--- src/rtl/pfb_pkg.sv ---
package pfb_pkg;

  // How an accepted insertion chooses its slot.
  typedef enum logic [1:0] {
    FILL_FREE    = 2'd0,
    FILL_REFRESH = 2'd1,
    FILL_EVICT   = 2'd2
  } fill_kind_e;

endpackage

--- src/rtl/pfb_tag_cmp.sv ---
module pfb_tag_cmp #(
  parameter int N     = 16,
  parameter int VPN_W = 36,
  parameter int CTX_W = 12,
  parameter int SZ_W  = 2
) (
  input  logic [VPN_W-1:0] tag_vpn  [N],
  input  logic [CTX_W-1:0] tag_ctx  [N],
  input  logic [SZ_W-1:0]  tag_size [N],
  input  logic [VPN_W-1:0] key_vpn,
  input  logic [CTX_W-1:0] key_ctx,
  input  logic [SZ_W-1:0]  key_size,
  output logic [N-1:0]     eq
);

  for (genvar g = 0; g < N; g++) begin : g_cmp
    assign eq[g] = (tag_vpn[g] == key_vpn) &&
                   (tag_ctx[g] == key_ctx) &&
                   (tag_size[g] == key_size);
  end

endmodule

--- src/rtl/pfb_first_pick.sv ---
module pfb_first_pick #(
  parameter int N = 16
) (
  input  logic [N-1:0] req,
  output logic [N-1:0] gnt
);

  // Isolate the lowest set bit.
  assign gnt = req & (~req + {{(N-1){1'b0}}, 1'b1});

endmodule

--- src/rtl/pfb_age_order.sv ---
module pfb_age_order #(
  parameter int N = 16
) (
  input  logic         clk,
  input  logic         rst_n,
  input  logic [N-1:0] alloc,
  input  logic [N-1:0] live,
  output logic [N-1:0] oldest
);

  // older_q[i][j] set: slot i was written before slot j.
  logic [N-1:0] older_q [N];

  always_ff @(posedge clk) begin
    for (int i = 0; i < N; i++) begin
      for (int j = 0; j < N; j++) begin
        if (!rst_n || i == j) begin
          older_q[i][j] <= 1'b0;
        end else if (alloc[i]) begin
          older_q[i][j] <= 1'b0;
        end else if (alloc[j]) begin
          older_q[i][j] <= 1'b1;
        end
      end
    end
  end

  for (genvar gi = 0; gi < N; gi++) begin : g_old
    always_comb begin
      oldest[gi] = live[gi];
      for (int j = 0; j < N; j++) begin
        if (j != gi && live[j] && !older_q[gi][j]) begin
          oldest[gi] = 1'b0;
        end
      end
    end
  end

endmodule

--- src/rtl/xlat_pfbuf.sv ---
module xlat_pfbuf
  import pfb_pkg::*;
#(
  parameter int ENTRIES = 16,
  parameter int VPN_W   = 36,
  parameter int CTX_W   = 12,
  parameter int SZ_W    = 2,
  parameter int PPN_W   = 28,
  parameter int CORE_W  = 4
) (
  input  logic              clk,
  input  logic              rst_n,
  input  logic              ins_valid,
  output logic              ins_ready,
  input  logic [VPN_W-1:0]  ins_vpn,
  input  logic [CTX_W-1:0]  ins_ctx,
  input  logic [SZ_W-1:0]   ins_size,
  input  logic [PPN_W-1:0]  ins_ppn,
  input  logic [CORE_W-1:0] ins_core,
  input  logic              lk_valid,
  input  logic [VPN_W-1:0]  lk_vpn,
  input  logic [CTX_W-1:0]  lk_ctx,
  input  logic [SZ_W-1:0]   lk_size,
  output logic              lk_hit,
  output logic [PPN_W-1:0]  lk_ppn,
  output logic [CORE_W-1:0] lk_core,
  output logic              bad_valid,
  output logic [CORE_W-1:0] bad_core
);

  // Entry storage
  logic [ENTRIES-1:0] valid_q;
  logic [VPN_W-1:0]   vpn_q  [ENTRIES];
  logic [CTX_W-1:0]   ctx_q  [ENTRIES];
  logic [SZ_W-1:0]    size_q [ENTRIES];
  logic [PPN_W-1:0]   ppn_q  [ENTRIES];
  logic [CORE_W-1:0]  core_q [ENTRIES];
  logic               ready_q;

  logic [ENTRIES-1:0] lk_eq, ins_eq;
  logic [ENTRIES-1:0] hit_mask, live, free_mask, first_free;
  logic [ENTRIES-1:0] ins_match, oldest, tgt, alloc;
  logic               ins_fire;
  fill_kind_e         kind;

  pfb_tag_cmp #(.N(ENTRIES), .VPN_W(VPN_W), .CTX_W(CTX_W), .SZ_W(SZ_W)) u_lk_cmp (
    .tag_vpn(vpn_q), .tag_ctx(ctx_q), .tag_size(size_q),
    .key_vpn(lk_vpn), .key_ctx(lk_ctx), .key_size(lk_size),
    .eq(lk_eq)
  );

  pfb_tag_cmp #(.N(ENTRIES), .VPN_W(VPN_W), .CTX_W(CTX_W), .SZ_W(SZ_W)) u_ins_cmp (
    .tag_vpn(vpn_q), .tag_ctx(ctx_q), .tag_size(size_q),
    .key_vpn(ins_vpn), .key_ctx(ins_ctx), .key_size(ins_size),
    .eq(ins_eq)
  );

  // Lookup: same-cycle hit and data
  always_comb begin
    hit_mask = lk_valid ? (lk_eq & valid_q) : '0;
    lk_hit   = |hit_mask;
    lk_ppn   = '0;
    lk_core  = '0;
    for (int i = 0; i < ENTRIES; i++) begin
      if (hit_mask[i]) begin
        lk_ppn  = lk_ppn  | ppn_q[i];
        lk_core = lk_core | core_q[i];
      end
    end
  end

  // Slots that survive this cycle's lookup
  assign live      = valid_q & ~hit_mask;
  assign free_mask = ~live;
  assign ins_match = ins_eq & live;

  pfb_first_pick #(.N(ENTRIES)) u_free_pick (
    .req(free_mask),
    .gnt(first_free)
  );

  pfb_age_order #(.N(ENTRIES)) u_age (
    .clk(clk),
    .rst_n(rst_n),
    .alloc(alloc),
    .live(live),
    .oldest(oldest)
  );

  // Insertion slot choice
  always_comb begin
    if (|ins_match) begin
      kind = FILL_REFRESH;
      tgt  = ins_match;
    end else if (|free_mask) begin
      kind = FILL_FREE;
      tgt  = first_free;
    end else begin
      kind = FILL_EVICT;
      tgt  = oldest;
    end
  end

  assign ins_ready = ready_q;
  assign ins_fire  = ins_valid && ready_q;
  assign alloc     = ins_fire ? tgt : '0;

  // Bad-prefetch feedback for the displaced entry
  always_comb begin
    bad_valid = ins_fire && (kind == FILL_EVICT);
    bad_core  = '0;
    for (int i = 0; i < ENTRIES; i++) begin
      if (bad_valid && tgt[i]) begin
        bad_core = bad_core | core_q[i];
      end
    end
  end

  always_ff @(posedge clk) begin
    if (!rst_n) begin
      ready_q <= 1'b0;
      valid_q <= '0;
    end else begin
      ready_q <= 1'b1;
      valid_q <= live | alloc;
    end
  end

  for (genvar g = 0; g < ENTRIES; g++) begin : g_store
    always_ff @(posedge clk) begin
      if (!rst_n) begin
        vpn_q[g]  <= '0;
        ctx_q[g]  <= '0;
        size_q[g] <= '0;
        ppn_q[g]  <= '0;
        core_q[g] <= '0;
      end else if (alloc[g]) begin
        vpn_q[g]  <= ins_vpn;
        ctx_q[g]  <= ins_ctx;
        size_q[g] <= ins_size;
        ppn_q[g]  <= ins_ppn;
        core_q[g] <= ins_core;
      end
    end
  end

endmodule

--- config.mk ---
export PLATFORM = sky130hd
export DESIGN_NAME = xlat_pfbuf
export DESIGN_NICKNAME = d
export VERILOG_FILES = /design/src/rtl/pfb_pkg.sv /design/src/rtl/pfb_tag_cmp.sv /design/src/rtl/pfb_first_pick.sv /design/src/rtl/pfb_age_order.sv /design/src/rtl/xlat_pfbuf.sv
export SDC_FILE = /design/constraint.sdc
export NUM_CORES = 2
export LEC_CHECK = 0
export ABC_AREA = 0
export BUFFER_PORTS_ARGS = -buffer_cell sky130_fd_sc_hd__buf_4
export CAP_MARGIN = 20
export CELL_PAD_IN_SITES_DETAIL_PLACEMENT = 1
export CELL_PAD_IN_SITES_GLOBAL_PLACEMENT = 1
export CORE_MARGIN = 5
export CORE_UTILIZATION = 50
export CTS_BUF_LIST = sky130_fd_sc_hd__clkbuf_16
export DETAILED_ROUTE_END_ITERATION = 8
export PLACE_DENSITY_LB_ADDON = 0.1
export SKIP_LAST_GASP = 1
export SYNTH_ARGS = -nofsm -noshare
export SYNTH_HDL_FRONTEND = slang
export SYNTH_SLANG_ARGS = --single-unit
--- constraint.sdc ---
create_clock -name clk -period 7.5 [get_ports clk]
set_clock_uncertainty 0.15 [all_clocks]
set_input_delay 1.125 -clock clk [delete_from_list [all_inputs] [get_ports clk]]
set_output_delay 1.125 -clock clk [all_outputs]
set_load 0.03 [all_outputs]
# Word level (Yosys, flattened, before mapping)
# Memories as Yosys holds them, arrays and structs flattened.
# Index checks and enable logic that the tools add are counted.
dict set report classes {
  n_addsub 1
  multipliers 0
  div 0
  n_lt_le_gt_ge 0
  n_eq_ne 97
  shifts 0
  mux 1576
  bitwise_logic 565
  n_reduce_logical 565
}
# cell count
set op_table {}
lappend op_table {{2-to-1 mux 1 bit} 1490}
lappend op_table {{equality test 36 bit} 32}
lappend op_table {{2-to-1 mux 28 bit} 32}
lappend op_table {{OR 1 bit} 512}
lappend op_table {{OR 28 bit} 15}
lappend op_table {{equality test 12 bit} 32}
lappend op_table {{logical AND 1 bit} 322}
lappend op_table {{zero test 1 bit} 240}
lappend op_table {{2-to-1 mux 4 bit} 48}
lappend op_table {{OR 4 bit} 30}
lappend op_table {{AND 16 bit} 4}
lappend op_table {{equality test 2 bit} 32}
lappend op_table {{2-to-1 mux 16 bit} 4}
lappend op_table {{NOT 16 bit} 3}
lappend op_table {{OR reduction 16 bit} 3}
lappend op_table {{adder 16 x 1 -> 16 bit, second input constant} 1}
lappend op_table {{OR 16 bit} 1}
lappend op_table {{2-to-1 mux 2 bit} 2}
lappend op_table {{equality test 2 bit, second input constant} 1}
dict set report totals {
  register_bits 817
  latch_bits 0
  mem_bits_rw 768
  mem_bits_ro 0
  input_bits 136
  output_inout_bits 39
  n_memories 3
}
# name depth word_bits rd rd_clocked_by_memory_dff wr line
set memory_table {}
lappend memory_table {ppn_q 16 28 16 0 16 xlat_pfbuf.sv:36} ;# logic [PPN_W-1:0] ppn_q [ENTRIES];
lappend memory_table {u_age.older_q 16 16 16 0 16 pfb_age_order.sv:12} ;# logic [N-1:0] older_q [N];
lappend memory_table {core_q 16 4 16 0 16 xlat_pfbuf.sv:37} ;# logic [CORE_W-1:0] core_q [ENTRIES];

# Depth between registers and ports, before layout
dict set report depth {
  depth_word 57
  depth_mapped 19
  ltp_nobuf 12
}

# Hierarchy
# Synthesis repeated with hierarchy kept, for this count alone.
dict set report unflattened {
  cells_unflattened 12048
  hier_area_um2 104425.2
}
# mod instances cells_each area_each_um2
set by_module_without_submodules {}
lappend by_module_without_submodules {xlat_pfbuf 1 8570 71817.6}
lappend by_module_without_submodules {pfb_tag_cmp 2 1172 9778.1}
lappend by_module_without_submodules {pfb_age_order 1 1103 12814.8}
lappend by_module_without_submodules {pfb_first_pick 1 31 236.5}

# Worst setup path after synthesis
# Ideal clock, no wire load.
dict set report synth_timing {
  path_kind {input port to output port}
  start {input lk_vpn[6]}
  end {output bad_core[0]}
  arrival_ns 5.192
  required_time_ns 6.225
  slack_ns 1.033
  stages 13
  n_path_buf 4
  path_cell_list {clkbuf_1 > buf_2 > xnor2_1 > nand4_1 > or4_1 > or3_1 > o211ai_1 > nand4b_1 > or4_1 > buf_2 > buf_6 > nor3_1 > o31a_1}
}
dict set report synth_between {
  word_cells_on_any_way 592
}
# item line
set synth_lines {}
lappend synth_lines {{start, declared} xlat_pfbuf.sv:21} ;# input logic [VPN_W-1:0] lk_vpn,
lappend synth_lines {{equality test 36 bit} pfb_tag_cmp.sv:17} ;# assign eq[g] = (tag_vpn[g] == key_vpn) &&
lappend synth_lines {{logical AND 1 bit} pfb_tag_cmp.sv:17}
lappend synth_lines {{logical AND 1 bit} pfb_tag_cmp.sv:18} ;# (tag_ctx[g] == key_ctx) &&
lappend synth_lines {{AND 16 bit (*)} xlat_pfbuf.sv:60} ;# hit_mask = lk_valid ? (lk_eq & valid_q) : '0;
lappend synth_lines {{2-to-1 mux 16 bit (*)} xlat_pfbuf.sv:60}
lappend synth_lines {{NOT 16 bit (*)} xlat_pfbuf.sv:73} ;# assign live = valid_q & ~hit_mask;
lappend synth_lines {{AND 16 bit (*)} xlat_pfbuf.sv:73}
lappend synth_lines {{NOT 16 bit} xlat_pfbuf.sv:74} ;# assign free_mask = ~live;
lappend synth_lines {{[5 not listed]} n/a}
lappend synth_lines {{net bad_valid} xlat_pfbuf.sv:27} ;# output logic bad_valid,
lappend synth_lines {{[24 not listed]} n/a}
lappend synth_lines {{OR 4 bit} xlat_pfbuf.sv:114} ;# bad_core = bad_core | core_q[i];
lappend synth_lines {{2-to-1 mux 4 bit} xlat_pfbuf.sv:113} ;# if (bad_valid && tgt[i]) begin
lappend synth_lines {{OR 4 bit} xlat_pfbuf.sv:114}
lappend synth_lines {{2-to-1 mux 4 bit} xlat_pfbuf.sv:113}
lappend synth_lines {{OR 4 bit} xlat_pfbuf.sv:114}
lappend synth_lines {{2-to-1 mux 4 bit} xlat_pfbuf.sv:113}
lappend synth_lines {{OR 4 bit} xlat_pfbuf.sv:114}
lappend synth_lines {{2-to-1 mux 4 bit (*)} xlat_pfbuf.sv:113}
lappend synth_lines {{end, declared} xlat_pfbuf.sv:28} ;# output logic [CORE_W-1:0] bad_core
# Mark *: on every way through the listed nets, which the timed path passes. The rest lies on a longest branch.

# Final worst setup path
dict set report layout_timing {
  start {input lk_vpn[8]}
  end {output bad_core[2]}
}
dict set report layout_between {
  elab_chain_len 57
  word_cells_on_any_way 592
}
# item line
set layout_lines {}
lappend layout_lines {{equality test 36 bit} pfb_tag_cmp.sv:17}
lappend layout_lines {{logical AND 1 bit} pfb_tag_cmp.sv:17}
lappend layout_lines {{logical AND 1 bit} pfb_tag_cmp.sv:18}
lappend layout_lines {{AND 16 bit (*)} xlat_pfbuf.sv:60}
lappend layout_lines {{2-to-1 mux 16 bit (*)} xlat_pfbuf.sv:60}
lappend layout_lines {{NOT 16 bit (*)} xlat_pfbuf.sv:73}
lappend layout_lines {{AND 16 bit (*)} xlat_pfbuf.sv:73}
lappend layout_lines {{logical AND 1 bit} pfb_age_order.sv:32} ;# if (j != gi && live[j] && !older_q[gi][j]) begin
lappend layout_lines {{[41 not listed]} n/a}
lappend layout_lines {{OR 4 bit} xlat_pfbuf.sv:114}
lappend layout_lines {{2-to-1 mux 4 bit} xlat_pfbuf.sv:113}
lappend layout_lines {{OR 4 bit} xlat_pfbuf.sv:114}
lappend layout_lines {{2-to-1 mux 4 bit} xlat_pfbuf.sv:113}
lappend layout_lines {{OR 4 bit} xlat_pfbuf.sv:114}
lappend layout_lines {{2-to-1 mux 4 bit} xlat_pfbuf.sv:113}
lappend layout_lines {{OR 4 bit} xlat_pfbuf.sv:114}
lappend layout_lines {{2-to-1 mux 4 bit (*)} xlat_pfbuf.sv:113}
# Every way passes the cells marked *; elsewhere a longest branch is shown, timed or not.

==> results.json <==
{
  "die_area_sq_um": 171000,
  "finalCritPeriodShare_pct": 103,
  "fp.dieW_um": 413,
  "ctsRootBufferMaster": "clkbuf_16",
  "drt-pass1-iter-count": 6,
  "syn_nets": 8440,
  "coreArea_sq_um": 162000,
  "routabilityCongestion": 1.03,
  "dp_hpwl_mm": 277,
  "fp.dieH_um": 413,
  "clockBufferDepth": 3,
  "setup_ws_ns": -0.213,
  "synth_seq_cells": 1569,
  "seqCellArea_sq_um": 38900,
  "rsz0062_at_grt": "no",
  "crit_path_start_kind": "input port",
  "combPwrFrac_pct": 10.1,
  "vias": 74500,
  "slew_headroom_pct": 13.6,
  "track_usage_pct": 49.1,
  "yosysWarnings": 0,
  "cts_tree": "done",
  "async_flop_share_pct": 0,
  "power_frac_clock_pct": 42.8,
  "fillers": 17700,
  "setup_viol": 4,
  "clk_latency_ns": 0.88,
  "dpl_cell_area_sq_um": 86100,
  "antenna_found_initial": 35,
  "synth_cells": 8304,
  "power_density_nw_per_um2": 215,
  "via_per_inst": 7.04,
  "final_util_pct": 56.5,
  "critPathRequiredTime_ns": 6.22,
  "cap_violations": 0,
  "min_period_ns": 7.71,
  "p_leak_nw": 37.1,
  "cts_buffers": 173,
  "hold_buffers": 0,
  "hold_violations": 0,
  "drive_gt1_share_pct": 10.6,
  "swShare_pct": 28.0,
  "dp_slack_ns": 0.291,
  "routed_wl_mm": 433,
  "multiInputGateArea_sq_um": 39100,
  "internal-power_mw": 14.2,
  "finalMaxSlewViolations": 0,
  "path_class": "input port to output port",
  "final_cell_mix": "xor2_1, dfxtp_1, edfxtp_1, nor2_1, nand2_1",
  "portBuffers": 174,
  "post_cts_resize_count": 0,
  "power_switching_mw": 5.52,
  "drcViolationCount": 0,
  "design_area_sq_um": 91700,
  "cts_setup_buffers": 0,
  "grt_pass1_vias": 72300,
  "globalRouteOverflowTotal": 0,
  "critical_path_arrival_ns": 6.44,
  "use_met1_pct": 59.2,
  "syn-cell-area_sq_um": 81300,
  "grt_max_degree": 164,
  "mostFrequentLayoutCell": "xor2_1",
  "antenna_left": 0,
  "grt_first_pass_wirelength_mm": 584,
  "max_freq_mhz": 130,
  "clkTransAtPathRegs_ns": 0.06,
  "cp-end-kind": "output port",
  "vdd_drop_max_mv": 0.268,
  "grt.met2_usage_pct": 71.9,
  "met3_usage_pct": 16.5,
  "violations": "setup timing",
  "tightest_slew_ns": 1.29,
  "yosysUniqueCellTypes": 71,
  "hold_class": "flop to flop",
  "yosysSeqAreaShare_pct": 47.9,
  "synthFlopType": "dfxtp_1",
  "h-tree-depth": 4,
  "worstPathMaxFanout": 12,
  "initialDrtViolationCount": 12600,
  "initial_core_util_pct": 50.1,
  "avgSynthCellArea_sq_um": 9.80,
  "ioPinCount": 175,
  "synth-edff-count": 751,
  "synthToLayoutAreaGrowth_pct": 12.7,
  "status": "finished with violations",
  "wl_per_cell_um": 40.9,
  "seqPwrFrac_pct": 47.0,
  "gr-max-usage-layer": "met2",
  "clock-sinks": 1569,
  "fin_nets": 8373,
  "rows": 148
}
-- critical path, stage by stage --
cell,delay (ns)
buf_4,0.28
buf_4,0.29
xnor2_1,0.89
nand4_1,0.21
nor4_1,0.43
nand4_1,0.17
buf_4,0.22
o21a_1,0.44
buf_4,0.32
a2111oi_0,0.64
nand4_1,0.32
nand2_1,0.30
a22oi_1,0.13
nand4_1,0.18
o31a_1,0.24
buf_4,0.19
-- state kept, by name (all words and copies together) (netlist names) --
name           count
vpn_q            576
ppn_q            448
u_age.older_q    240
ctx_q            192
core_q            64
size_q            32
valid_q           16
ins_ready          1
-- metal layers --
layer	routed length, um	part of all wire, %	vias up
met5	95	0.022	-
met4	43200	10	12
met3	57000	13	1954
met2	181000	42	6125
met1	151000	35	37300
li1	-	-	29100
-- cell usage after synthesis, drive strengths merged, types with 6 or more instances --
cell | instances | share of area (%)
xnor2 | 630 | 6.8
o32ai | 20 | 0.22
and3 | 50 | 0.38
clkinv | 7 | 0.032
o31a | 6 | 0.065
a21o | 11 | 0.10
xor2 | 887 | 9.6
o22a | 14 | 0.15
nand2 | 709 | 3.3
or4 | 25 | 0.24
edfxtp | 751 | 28
a22oi | 46 | 0.42
and2 | 18 | 0.14
nor4 | 293 | 2.3
nor3 | 151 | 0.93
o32a | 12 | 0.15
a222oi | 46 | 0.57
dfxtp | 818 | 20
o221a | 13 | 0.18
a221oi | 88 | 0.95
o2111ai | 17 | 0.18
o221ai | 8 | 0.086
a21oi | 138 | 0.86
o21ai | 301 | 1.9
a211oi | 18 | 0.17
buf | 309 | 1.7
nand3 | 451 | 2.8
mux2i | 550 | 6.8
o22ai | 14 | 0.11
inv | 109 | 0.50
nand2b | 29 | 0.22
clkbuf | 492 | 2.3
a2111oi | 31 | 0.33
and4 | 17 | 0.18
nand4 | 266 | 2.0
nor3b | 46 | 0.43
a22o | 70 | 0.75
nor2b | 64 | 0.49
o211ai | 7 | 0.065
nor2 | 723 | 3.3
-- metrics by stage --
step	power, mW	hold slack (ns)	std cells	setup TNS, ns
after floorplan	10.3	0.284	8304	0
after global placement	11.3	0.300	10200	0
after detailed placement	11.3	0.300	10200	0
after CTS	19.5	0.309	10600	0
after global routing	20.0	0.334	10600	0
final	19.7	0.313	10600	-0.548
-- logic make-up (layout without fill, tap and decap cells) --
logic type	Yosys count	in the layout	share of synthesized area (%)
simple gates	2859	2859	16.9
flops	1569	1569	47.9
xor+xnor	1517	1517	16.3
compound gates	892	892	7.59
buf+inv	917	993	4.55
other cells	0	24	0
mux	550	550	6.77
-- layout make-up --
class	count	share of cell area, %
Clock buffer	176	4.80
Multi-Input combinational cell	5818	42.7
Timing Repair Buffer	559	5.43
Antenna cell	24	0.0655
Clock inverter	142	1.12
Tap cell	2175	2.97
Sequential cell	1569	42.5
Inverter	116	0.483
-- final timing paths --
path	from	cells past startpoint	end	slack, ns
min	u_age.older_q[1][0]$_DFF_P_	2	u_age.older_q[1][0]$_DFF_P_	0.31
min reg2reg	u_age.older_q[1][0]$_DFF_P_	2	u_age.older_q[1][0]$_DFF_P_	0.31
max	lk_vpn[8]	16	bad_core[2]	-0.21
max reg2reg	valid_q[11]$_SDFF_PN0_	12	ppn_q[1][41]$_SDFFCE_PN0P_	1.12
-- power groups by stage --
stage          logic, mW  clock network, mW  registers [mW]
6_report            1.99               8.45            9.27
3_3_place_gp        1.82                  0            9.44
5_1_grt             1.94               8.80            9.28
2_1_floorplan      0.885                  0            9.41
4_1_cts             1.86               8.42            9.27
3_5_place_dp        1.85                  0            9.45
Power figures use the tool's default switching activity.
